`config.mk`:
```
export PLATFORM = sky130hd
export DESIGN_NAME = lvr_qualifier
export DESIGN_NICKNAME = d
export VERILOG_FILES = /design/src/rtl/lvr_pkg.sv /design/src/rtl/lvr_sync.sv /design/src/rtl/lvr_dwell.sv /design/src/rtl/lvr_qualifier.sv
export SDC_FILE = /design/constraint.sdc
export NUM_CORES = 1
export LEC_CHECK = 0
export ABC_CLOCK_PERIOD_IN_PS = 2900
export BUFFER_PORTS_ARGS = -buffer_cell sky130_fd_sc_hd__buf_2
export CAP_MARGIN = 15
export CORE_AREA = 10 10 47 49
export DETAILED_ROUTE_END_ITERATION = 7
export DIE_AREA = 0 0 57 59
export PLACE_DENSITY = 0.62
export SLEW_MARGIN = 0
export SYNTH_ARGS = -nofsm -noshare
export SYNTH_HDL_FRONTEND = slang
export SYNTH_SLANG_ARGS = --single-unit
```
`constraint.sdc`:
```
create_clock -name clk -period 2.9 [get_ports clk]
set_input_delay 0.29 -clock clk [delete_from_list [all_inputs] [get_ports clk]]
set_output_delay 0.29 -clock clk [all_outputs]
set_load 0.05 [all_outputs]
```
`src/rtl/lvr_pkg.sv`:
```
package lvr_pkg;

  typedef enum logic [1:0] {
    LVM_OFF      = 2'b00,
    LVM_DET_ONLY = 2'b01,
    LVM_OFF_ALT  = 2'b10,
    LVM_FULL     = 2'b11
  } lvr_mode_e;

  // Detector runs in both codes whose low bit is set.
  function automatic logic detector_on(input logic [1:0] code);
    return code[0];
  endfunction

  // Reset path runs only in the full mode.
  function automatic logic reset_on(input logic [1:0] code);
    return code == LVM_FULL;
  endfunction

endpackage

```
`src/rtl/lvr_sync.sv`:
```
module lvr_sync #(
  parameter int STAGES = 2
) (
  input  logic clk,
  input  logic rst,
  input  logic d,
  output logic q
);

  logic [STAGES-1:0] chain;

  generate
    if (STAGES == 1) begin : g_single
      always_ff @(posedge clk) begin
        if (rst) chain <= '0;
        else     chain <= d;
      end
    end else begin : g_multi
      always_ff @(posedge clk) begin
        if (rst) chain <= '0;
        else     chain <= {chain[STAGES-2:0], d};
      end
    end
  endgenerate

  assign q = chain[STAGES-1];

  initial begin
    assert_stages_min_R4: assert (STAGES >= 2)
      else $error("synchronizer needs at least two stages");
  end

endmodule

```
`src/rtl/lvr_dwell.sv`:
```
module lvr_dwell #(
  parameter int QUAL_CYCLES = 33
) (
  input  logic clk,
  input  logic rst,
  input  logic level,
  input  logic enable,
  output logic hit
);

  localparam int CW = $clog2(QUAL_CYCLES);
  localparam logic [CW-1:0] CAP = CW'(QUAL_CYCLES - 1);

  logic [CW-1:0] run_len;
  logic          active;

  assign active = level & enable;
  // Qualified on the sample that completes the run.
  assign hit = active & (run_len == CAP);

  always_ff @(posedge clk) begin
    if (rst || !active)      run_len <= '0;
    else if (run_len != CAP) run_len <= run_len + 1'b1;
  end

  assert_no_overflow_R2: assert property (@(posedge clk) disable iff (rst)
    run_len <= CAP);

  assert_clear_on_drop_R2: assert property (@(posedge clk) disable iff (rst)
    !active |=> run_len == '0);

endmodule

```
`src/rtl/lvr_qualifier.sv`:
```
module lvr_qualifier
  import lvr_pkg::*;
#(
  parameter int QUAL_CYCLES = 33,
  parameter int SYNC_STAGES = 2
) (
  input  logic       clk,
  input  logic       rst,
  input  logic       lv_flag,
  input  logic       ext_reset,
  input  logic       halted,
  input  logic [1:0] mode_sel,
  input  logic       pd_clear,
  output logic       chip_reset,
  output logic       wake_pulse,
  output logic       pd_flag,
  output logic       detect_en
);

  logic ext_sync;
  logic lv_hit;
  logic src_any;

  lvr_sync #(.STAGES(SYNC_STAGES)) u_ext_sync (
    .clk (clk),
    .rst (rst),
    .d   (ext_reset),
    .q   (ext_sync)
  );

  lvr_dwell #(.QUAL_CYCLES(QUAL_CYCLES)) u_dwell (
    .clk    (clk),
    .rst    (rst),
    .level  (lv_flag),
    .enable (reset_on(mode_sel)),
    .hit    (lv_hit)
  );

  assign src_any = lv_hit | ext_sync;

  always_ff @(posedge clk) begin
    if (rst) begin
      chip_reset <= 1'b0;
      wake_pulse <= 1'b0;
      pd_flag    <= 1'b0;
      detect_en  <= 1'b0;
    end else begin
      chip_reset <= src_any;
      wake_pulse <= src_any & ~chip_reset & halted;
      if (src_any && halted) pd_flag <= 1'b1;
      else if (pd_clear)     pd_flag <= 1'b0;
      detect_en  <= detector_on(mode_sel);
    end
  end

  assert_pd_set_halted_R5: assert property (@(posedge clk) disable iff (rst)
    $rose(pd_flag) |-> $past(halted));

  assert_wake_with_rise_R6: assert property (@(posedge clk) disable iff (rst)
    wake_pulse |-> (chip_reset && !$past(chip_reset)));

  assert_lv_gated_by_mode_R8: assert property (@(posedge clk) disable iff (rst)
    (chip_reset && !$past(ext_sync)) |-> $past(mode_sel) == LVM_FULL);

  assert_release_R3: assert property (@(posedge clk) disable iff (rst)
    (!ext_sync && !lv_flag) |=> !chip_reset);

endmodule

```
Yosys cells after proc, flatten, opt, wreduce, memory -nomap -nowiden:

Cells that the tools add are included.
Widths: inputs -> output; s select.

* register bits: 12
* input port bits: 8
* output and inout bits: 4

* add/subtract/negate cells: 1
* equal/unequal tests: 3
* multiplexer cells: 2
* bitwise gates (word level): 6
* reductions and logical operators: 4

Operators by type and width (count)
* $add 6x1->6 const B: 1
* $eq 6x6->1 const B: 1
* $ne 6x6->1 const B: 1
* $and 1x1->1: 4
* $eq 2x2->1 const B: 1
* $mux 1: 2
* $reduce_bool 2->1: 1
* $logic_and 1x1->1: 1
* $logic_not 1->1: 1
* $logic_or 1x1->1: 1
* $not 1->1: 1
* $or 1x1->1: 1

Logic depth before layout (Yosys ltp):

* word-level depth: 6
* gate-level depth with buffers: 5

Modules after synthesis:

From an unflattened synthesis, not the netlist that was laid out.

* cells, all modules: 50
* area total of the unflattened synthesis: 498.0 µm²

By module, submodules not included
* lvr_dwell: instances 1, cells an instance 34, area an instance 311.5 µm²
* lvr_qualifier: instances 1, cells an instance 12, area an instance 133.9 µm²
* lvr_sync: instances 1, cells an instance 4, area an instance 52.6 µm²

Least setup slack after synthesis:

No wires, ideal clock.

* path kind: reg-to-reg
* start: reg u_dwell.run_len[0]
* end: reg u_dwell.run_len[2]
* setup time: 78 ps
* data arrival time: 1065 ps
* required time: 2822 ps
* path slack: 1757 ps
* cell stages (with the launch flop): 6
* period minus slack after synthesis: 1143 ps
* cells stage by stage: dfxtp_1 inv_1 ha_1 and3_1 buf_2 nor3_1

* cells in the longest elaborated chain, start to end: 1
* elaborated cells between the ends (all ways): 2

RTL lines
* start, declared: line lvr_dwell.sv:14 `logic [CW-1:0] run_len;`
* start signal, assigned: line lvr_dwell.sv:23 `else if (run_len != CAP) run_len <= run_len + 1'b1;`
* $add 6x1->6 / $ne 6x6->1 (equally long branches): line lvr_dwell.sv:23

Several ways; a longest one is shown, not always the timed one.
A chain may end at the register's enable or synchronous reset.

Worst setup path after layout:

* start: reg u_dwell.run_len[2]
* end: reg u_dwell.run_len[0]

* cells in the longest elaborated chain, start to end: 1

RTL lines (line)
* $ne 6x6->1: lvr_dwell.sv:23

Every way passes these cells.

==> metrics.md <==
| Metric | Value |
|---|---|
| Status | finished, final reports clean |
| Post-detailed-route wirelength per cell | between 10 and 15 µm |
| Power per Cell Area | 494 nW/µm² |
| Worst Hold Class | in2reg |
| Final setup vio count | 0 |
| Initial antenna violation count | 0 |
| Layout Cells excl Fill | 79 |
| GR Overflow Total | 0 |
| Clock Skew | a little under 0.005 ns |
| Most frequent cells after synthesis | dfxtp_1, nand2_1, inv_1, nor2b_1, nor3_1 |
| Clock tree from TritonCTS | done |
| Resize count post-CTS | 0 |
| Maximum root-to-sink buffer count | 2 |
| Post-layout total power | 0.286 mW |
| Global routing's busiest layer | met2 |
| Count of state elements after synthesis | 12 |
| Cell type with the highest aggregate area in the netlist | dfxtp_1 |
| Per-cell via count in the routed design | approximately 4.7 |
| RSZ-0062 raised after global routing | false |
| Die width | between 50 and 60 µm |
| Floorplan row count | 14 |
| Signal arrival time at the worst endpoint | approximately 1.4 ns |
| Final core occ | 0.413 |
| Largest net degree at the start of global routing | 7 |
| Post-synthesis compound-gate area fraction | 0.0644 |
| Clock root buffer | clkbuf_4 |
| Worst Max-Slew Pin Slew | about 0.25 ns |
| Number of DRC violations after detailed routing | 0 |
| Final Instance Area | between 500 and 600 µm² |
| Worst rel slew slack | 0.833 |
| Worst setup slack after layout | approximately 1.7 ns |
| Effective utilization at floorplan | 0.346 |
| Leakage power summed over all cells | roughly 0.24 nW |
| Worst slack after detailed placement | 1.67 ns |
| Worst ir drop on vdd | 0.245 mV |
| Post-CTS setup-driven buffer insertion count | 0 |
| Adder-cell share of the synthesized area | 0.0515 |
| Unique cell type count in the Yosys netlist | 20 |
| Area share of and/or/nand/nor cells after synthesis | 0.253 |
| Number of port buffers | 11 |
| Number of buffers added by the clock tree synthesis step | 3 |
| Maximum frequency from static timing analysis | ~850 MHz |
| Post-place instance area | around 560 µm² |
| Post-Synth XOR/XNOR Area | 0.0541 |
| Mean instance size in the synthesized netlist | just under 10 µm² |
| Number of maximum-capacitance violations | 0 |
| Yosys warnings | 0 |
| Number of cells after detailed placement | 76 |
| Global placement routability congestion | between 0.7 and 0.8 |
| Met1 track demand over resource in global routing | 0.0584 |
| Number of hold-slack violations in the final timing report | 0 |
| Total wire length after detailed routing | between 800 and 900 µm |
| Vias | about 370 |
| Cells after synthesis | 50 |
| Overall die height | 59 µm |
| Cell types with the largest area share after synthesis | dfxtp_1, ha_1, nor2b_1, nand2_1, mux2i_1 |
| Final HPWL from detailed placement | around 710 µm |
| Fraction of the yosys area taken by sequential cells | 0.495 |
| Clock latency reported for the late side of the worst-skew pair | between 0.2 and 0.3 ns |
| Tot GR Track Use | 0.0558 |
| Top-count cell post-synth | dfxtp_1 |
| Main combinational cell family by area after synthesis | simple AND/OR/NAND/NOR gates |
| Critical path start-end classification | reg2reg |
| Iteration-0 DRC Markers | 3 |
| Cts-stage hold buffer count | 0 |
| Die Outline Area | 3360 µm² |
| Critical Path Source Type | flop |
| Synth Net Count | 60 |
| Top-level port count | 12 |
| CP Data Required Time | roughly 3 ns |
| H-tree depth | 1 |
| Detailed-routing iteration count for the pre-antenna-repair pass | 2 |
| Met3 capacity usage during global routing | 0.0258 |
| Netlist area before placement | 485 µm² |
| Met2 demand-to-capacity share in global routing | 0.0868 |
| Most used flip-flop cell after synthesis | dfxtp_1 |
| Synthesis-to-layout area growth | 19.1% |
| Count of pins over their slew limit | 0 |
| Tmin final | about 1.2 ns |
| Worst Hold Slack | 0.228 ns |
| Share of synthesized flip-flops with an asynchronous set or reset | 0 |
| Number of enable-type register cells in the synthesized netlist | 0 |
| Final ANT Viol Nets | 0 |
| Final net count | between 70 and 80 |
| Global-route wire length before repair | approximately 1500 µm |
| Share of post-route cells with drive strength above 1 | 0.270 |
| Share of cell area taken by muxes after synthesis | 0.0412 |
| Share of the cycle needed by the critical path after routing | 0.404 |
| Core Box Area | approximately 1400 µm² |
| Element type at the critical path end | flop |
| Clk sinks | 12 |
| Number of antenna diodes | 0 |
| Post-CTS clock slew at the launch and capture registers of the worst setup and hold paths | 0.07 ns |
| Crit-path max FO | 4 |
| Total Negative Setup Slacks | 0 ns |
| Number of global-route vias before repair | 360 |
| Area fraction of the dominant cell type after synthesis | 0.495 |
-- sequential cells by signal (all words and copies together) (netlist names) --
signal	cells
chip_reset	1
detect_en	1
pd_flag	1
u_dwell.run_len	6
u_ext_sync.chain	2
wake_pulse	1
-- cell usage in the layout, fill, tap and decap left out --
cell type	Yosys	layout
a41oi_2	1	1
and3_1	1	1
xor2_1	2	2
ha_1	2	2
xnor2_1	1	1
nor2b_1	4	4
o21ai_0	2	2
a21oi_1	1	1
inv_1	4	4
or3_1	1	1
mux2i_1	2	2
buf_2	1	11
dfxtp_1	12	12
nand2_1	6	6
clkbuf_4	0	3
nor3_1	3	3
and4b_1	1	1
nor3_2	1	1
nand3_1	2	2
nor2_1	2	2
nand3_2	1	1
-- layout make-up --
cell class                      count  area [µm²]
Multi-Input combinational cell     33         225
Clock buffer                        3        22.5
Timing Repair Buffer               11        55.1
Tap cell                           16        20.0
Inverter                            4        15.0
Sequential cell                    12         240
Fill cell                         146         823
-- logic make-up after synthesis --
group,after synthesis
flops,12
fa+ha+maj,2
simple gates,22
buf+inv,5
xor+xnor,3
mux,2
compound gates,4
-- path summary, 6_finish.rpt --
kind                                    startpoint                  end  depth (start not counted)  slack (ns)
worst max-delay path            u_dwell.run_len[2]   u_dwell.run_len[0]                          3        1.73
worst min-delay path                     ext_reset  u_ext_sync.chain[0]                          2        0.23
worst max register to register  u_dwell.run_len[2]   u_dwell.run_len[0]                          3        1.73
worst min register to register          chip_reset           wake_pulse                          1        0.43
-- where the power goes --
| group | internal (mW) | switching, mW | total (mW) | leakage (nW) |
|---|---|---|---|---|
| combinational | 0.00739 | 0.0121 | 0.0195 | 0.128 |
| sequential | 0.168 | 0.00127 | 0.169 | 0.0976 |
| clock | 0.0480 | 0.0488 | 0.0968 | 0.0138 |
-- worst max-delay path, stage by stage (launching register included) --
cell	delay, ns
dfxtp_1	0.36
nor3_2	0.24
and3_1	0.28
mux2i_1	0.22
-- layer usage --
| metal | vias to the layer above | wire (µm) |
|---|---|---|
| met5 | - | 0 |
| met4 | 0 | 16 |
| met3 | 2 | 56 |
| met2 | 10 | 408 |
| met1 | 167 | 376 |
| li1 | 194 | - |
No activity file was read; power rests on OpenSTA's default activity.
